===== config.mk =====
export PLATFORM = sky130hd
export DESIGN_NAME = mkv_score
export DESIGN_NICKNAME = d
export VERILOG_FILES = /design/src/rtl/markov_pkg.sv /design/src/rtl/mkv_score.sv
export SDC_FILE = /design/constraint.sdc
export NUM_CORES = 1
export LEC_CHECK = 0
export BUFFER_PORTS_ARGS = -buffer_cell sky130_fd_sc_hd__buf_2
export CAP_MARGIN = 20
export CORE_MARGIN = 2
export CORE_UTILIZATION = 61
export DETAILED_ROUTE_END_ITERATION = 8
export PLACE_DENSITY = 0.95
export SETUP_SLACK_MARGIN = 0.15
export SLEW_MARGIN = 20
export SYNTH_ARGS = -nofsm -noshare
export SYNTH_HDL_FRONTEND = slang
export SYNTH_SLANG_ARGS = --single-unit
export TNS_END_PERCENT = 100

===== constraint.sdc =====
create_clock -name vclk -period 13.8
set_input_delay 2.76 -clock vclk [all_inputs]
set_output_delay 2.76 -clock vclk [all_outputs]
set_load 0.005 [all_outputs]

===== src/rtl/markov_pkg.sv =====
package markov_pkg;

  // Scoring scope selected by the scope input.
  typedef enum logic {
    SCOPE_LINE = 1'b0,
    SCOPE_ALL  = 1'b1
  } scope_e;

  // Pair phase: waiting for the first or for the second bit of a pair.
  typedef enum logic {
    PH_FIRST  = 1'b0,
    PH_SECOND = 1'b1
  } pair_phase_e;

endpackage


===== src/rtl/mkv_score.sv =====
// Combinational reduction of the per-line counts into a score and verdicts.
module mkv_score
  import markov_pkg::*;
#(
  parameter int unsigned LINES = 4,
  parameter int unsigned CNT_W = 16,
  parameter int unsigned SUM_W = CNT_W + $clog2(LINES)
) (
  input  logic [LINES-1:0][CNT_W-1:0] cnt_i,
  input  scope_e                      scope_i,
  input  logic [SUM_W-1:0]            thr_hi_i,
  input  logic [SUM_W-1:0]            thr_lo_i,
  output logic [SUM_W-1:0]            score_o,
  output logic                        over_o,
  output logic                        under_o
);

  logic [LINES-1:0] line_over, line_under;
  logic [SUM_W-1:0] sum, peak;

  for (genvar g = 0; g < LINES; g++) begin : g_line_cmp
    logic [SUM_W-1:0] wide;
    assign wide          = SUM_W'(cnt_i[g]);
    assign line_over[g]  = wide > thr_hi_i;
    assign line_under[g] = wide < thr_lo_i;
  end

  always_comb begin
    sum  = '0;
    peak = '0;
    for (int i = 0; i < LINES; i++) begin
      sum = sum + SUM_W'(cnt_i[i]);
      if (SUM_W'(cnt_i[i]) > peak) begin
        peak = SUM_W'(cnt_i[i]);
      end
    end
  end

  always_comb begin
    if (scope_i == SCOPE_ALL) begin
      score_o = sum;
      over_o  = sum > thr_hi_i;
      under_o = sum < thr_lo_i;
    end else begin
      score_o = peak;
      over_o  = |line_over;
      under_o = |line_under;
    end
  end

endmodule


; Word-level counts from Yosys, hierarchy flattened
; Index checks and enable logic that the tools add are counted.
[op_classes]
n_lt_le_gt_ge = 14
div_mod_pow = 0
addsub = 3
eq_ne = 0
reduce_logical = 2
bitwise_logic = 0
mul = 0
n_shift = 0
n_mux = 7
[op_table]
columns = operator, n
row1 = greater-than comparator 16 x 18 -> 1 bit, 7
row2 = less-than comparator 16 x 18 -> 1 bit, 4
row3 = 2-to-1 mux 18 bit, 3
row4 = 2-to-1 mux 16 bit, 2
row5 = adder 17 x 16 -> 18 bit, 1
row6 = adder 18 x 16 -> 18 bit, 1
row7 = greater-than comparator 18 bit, 1
row8 = less-than comparator 18 bit, 1
row9 = adder 16 x 16 -> 17 bit, 1
row10 = greater-than comparator 16 x 1 -> 1 bit (second input constant), 1
row11 = OR reduction 4 bit, 2
row12 = 2-to-1 mux 1 bit, 2
[word_totals]
ramBits = 0
latchBits = 0
output_inout_bits = 20
reg_bits = 0
elab_cells = 26
inputBits = 101
romBits = 0
memories = 0

; Depth between registers and ports, before layout
[logic_depth]
word_depth = 9
ltp_mapped = 33

; Worst setup path before layout
; No wires, ideal clock.
[synth_timing]
path_kind = in2out
start = input port cnt_i[12] (netlist bit)
end = output port score_o[15]
path_slack_ps = 2216
n_path_buf = 4
t_required_ps = 11040
t_arrival_ps = 8824
cell_stages = 27
cell_sequence = inv_1 > ha_1 > a21o_1 > a221oi_2 > o21ai_1 > a22oi_2 > buf_6 > buf_1 > mux2i_1 > ha_1 > nand2_1 > nor4_1 > nand4_1 > a211o_1 > nand2_1 > o21bai_1 > buf_2 > mux2_2 > ha_1 > a21oi_1 > nor2_1 > nor2_1 > a21oi_1 > o31ai_1 > clkbuf_1 > a31oi_1 > o32a_1
[synth_via]
elab_chain_cells = 9
word_cells_on_any_way = 12
classes_between = add/sub: 3 / order compare: 4 / mux: 5
[synth_lines]
columns = item, line
row1 = from (decl), mkv_score.sv:9  ; input logic [LINES-1:0][CNT_W-1:0] cnt_i,
row2 = greater-than comparator 16 x 1 -> 1 bit, mkv_score.sv:33  ; if (SUM_W'(cnt_i[i]) > peak) begin
row3 = 2-to-1 mux 16 bit, mkv_score.sv:33
row4 = greater-than comparator 16 x 18 -> 1 bit, mkv_score.sv:33
row5 = 2-to-1 mux 16 bit, mkv_score.sv:33
row6 = greater-than comparator 16 x 18 -> 1 bit, mkv_score.sv:33
row7 = 2-to-1 mux 18 bit, mkv_score.sv:33
row8 = greater-than comparator 16 x 18 -> 1 bit, mkv_score.sv:33
row9 = 2-to-1 mux 18 bit, mkv_score.sv:33
row10 = 2-to-1 mux 18 bit *, mkv_score.sv:40  ; if (scope_i == SCOPE_ALL) begin
row11 = to (decl), mkv_score.sv:13  ; output logic [SUM_W-1:0] score_o,
; Every way passes the cells marked *; elsewhere a longest branch is shown, timed or not.

; Worst setup path after layout
[layout_timing]
start = input port cnt_i[3] (netlist bit)
end = output port score_o[0]
[layout_via]
elab_chain_cells = 9
[layout_lines]
columns = item, line
row1 = greater-than comparator 16 x 1 -> 1 bit, mkv_score.sv:33
row2 = 2-to-1 mux 16 bit *, mkv_score.sv:33
row3 = greater-than comparator 16 x 18 -> 1 bit, mkv_score.sv:33
row4 = 2-to-1 mux 16 bit *, mkv_score.sv:33
row5 = greater-than comparator 16 x 18 -> 1 bit, mkv_score.sv:33
row6 = 2-to-1 mux 18 bit *, mkv_score.sv:33
row7 = greater-than comparator 16 x 18 -> 1 bit, mkv_score.sv:33
row8 = 2-to-1 mux 18 bit *, mkv_score.sv:33
row9 = 2-to-1 mux 18 bit *, mkv_score.sv:40
; Marks and branches as above.

==> impl_metrics.json <==
{
  "cp_slowest_cell": "a22oi_2",
  "grt_start_max_net_pins": 25,
  "design_area_um2": 7780,
  "antenna_found_initial": 0,
  "crit_type": "in2out",
  "final_common_cell": "ha_1",
  "finalCritPeriodShare_pct": 94.5,
  "cp-startpoint": "cnt_i[3]",
  "clock_buffers": 0,
  "io_pins": 121,
  "drive_gt1_share_pct": 13.7,
  "dr.pass1.iters": 5,
  "synth.distinct_cells": 56,
  "core_um2": 11300,
  "wl_per_cell_um": 22.2,
  "routed_wl_um": 24600,
  "cts_hold_buf": 0,
  "swShare_pct": 59.7,
  "worstHoldStart": "thr_hi_i[16]",
  "hold_viol_final": 0,
  "status": "completed",
  "synth_area_per_cell_um2": 8.19,
  "drtAntennaViolNets": 0,
  "ir_drop_uv": 75.9,
  "switching_power_mw": 0.421,
  "ctsResizeCount": 0,
  "cts_setup_buffers": 0,
  "hold_class": "in2out",
  "cp.required_ps": 11040,
  "antenna_cells": 0,
  "io_buffers": 121,
  "slew_headroom_pct": 40.6,
  "die_x_um": 111,
  "grtUsageMet1_pct": 50.2,
  "tightest_slew_ps": 891,
  "finalSetupTns_ps": 0,
  "min_period_ps": 13040,
  "ys_warn_count": 0,
  "grtUsageMet2_pct": 62.6,
  "fmax_mhz": 76.7,
  "critPathArrivalTime_ps": 10280,
  "worstSetupEndpointType": "output pin",
  "power.leakage_nw": 4.11,
  "syn_nets": 1216,
  "fillers": 991,
  "grtUsageMet3_pct": 8.87,
  "setup_viol": 0,
  "row_count": 39,
  "drv_slew": 0,
  "grt_pass1_vias": 7376,
  "cp_common_cell": "ha_1",
  "internal_power_mw": 0.285,
  "rsz0062_at_grt": "false",
  "place_congestion": 1.01,
  "nNetsFinal": 1326,
  "die_height_um": 111,
  "post_dp_cell_area_um2": 7780,
  "first_iter_violations": 889,
  "dieArea_um2": 12400,
  "seq_area_um2": 0,
  "gr-total-overflow": 0,
  "drc": 0,
  "detail_route.vias_per_cell": 6.70,
  "cp_max_fo": 24,
  "grt_pass1_wl_um": 38500,
  "startpoint_type": "input port",
  "seq_cells": 0,
  "vias": 7439,
  "syn_inst": 860,
  "grt_use_total_pct": 38.9,
  "start_util_pct": 62.2,
  "area_growth_pct": 10.5,
  "clkPwrFrac_pct": 0,
  "mostFrequentLayoutCells": "ha_1 (223), buf_2 (121), a21oi_1 (72)",
  "busiest_layer": "met2",
  "power_density_nw_per_um2": 90.7,
  "hpwl_um": 20500,
  "p_comb_share_pct": 100.0,
  "cpPeakStageDelay_ps": 730,
  "cap_violations": 0,
  "ys_seq_area_share_pct": 0,
  "syn_area_um2": 7040,
  "power_frac_seq_pct": 0
}
## worst max-delay path, delay by kind of cell
family                     cells  cell delay, ps
AOI/OAI and AO/OA             14            4080
muxes                          1             570
adders and majority gates      3             970
and+or+nand+nor                5            1090
buffers and inverters          4             770
## synth_stat cells, drive strengths merged (3+ instances only)
master   instances  area [um^2]
a21boi           4         30.0
o31ai            4         30.0
buf              7         46.3
nor2b           20          125
a22oi            3         27.5
a211oi           8         60.1
a21o            34          255
mux2i           36          360
o21bai           6         45.0
clkbuf          10         37.5
and3            11         68.8
a221o            6         60.1
and2            10         62.6
o32a             7         70.1
o211ai           6         45.0
nor4            12         75.1
xor2             5         43.8
nand3           15         75.1
xnor2            9         78.8
ha             223         2790
nor3            12         65.1
nand2           45          169
o21ai           57          285
nor2            38          143
fa              32          641
inv             69          259
o41ai            3         26.3
nand4           21          131
o2111ai          4         35.0
a31oi           11         68.8
a21oi           72          360
o21a            17          128
o31a             5         43.8
nand2b          14         87.6
a211o            3         26.3
## routing by layer
layer | part of all wire [%] | vias up | routed length, um
met1 | 39 | 3400 | 9540
met4 | 4.8 | 0 | 1170
met2 | 44 | 479 | 10800
met3 | 13 | 81 | 3160
li1 | - | 3479 | -
met5 | 0 | - | 0
## power groups by stage
stage	sequential, mW	clock (mW)	combinational [mW]
6_report	0	0	0.706
5_1_grt	0	0	0.781
4_1_cts	0	0	0.687
3_5_place_dp	0	0	0.681
3_3_place_gp	0	0	0.663
2_1_floorplan	0	0	0.451
## path summary, 6_finish.rpt
kind	endpoint	slack [ps]	depth (start not counted)
max	score_o[0]	760	27
min	over_o	5880	4
## area by class of cell
type                            count  area (um^2)  area share, %
Timing Repair Buffer              125          636           8.17
Multi-Input combinational cell    774         6710           86.2
Inverter                           69          259           3.33
Tap cell                          143          179           2.30
## stage by stage
stage | total power, mW | hold WS, ps | util (%) | std cells | worst slack, ps
2_1_floorplan | 0.451 | 5660 | - | 860 | 2220
3_3_place_gp | 0.663 | 5860 | 68.7 | 1111 | 1270
3_5_place_dp | 0.681 | 5880 | 68.7 | 1111 | 1090
4_1_cts | 0.687 | 5880 | 68.7 | 1111 | 1070
5_1_grt | 0.781 | 5900 | 68.7 | 1111 | 553
6_report | 0.706 | 5880 | 68.7 | 1111 | 760
## logic make-up (layout without fill, tap and decap cells)
logic type,after synthesis,count (layout),share of synthesized area [%]
and+or+nand+nor,208,208,15.3
muxes,37,37,5.28
adders and majority gates,255,255,48.7
xor gates and xnor gates,14,14,1.74
buffers and inverters,86,194,4.87
AOI/OAI and AO/OA,260,260,24.1
No activity file was read; power rests on OpenSTA's default activity.
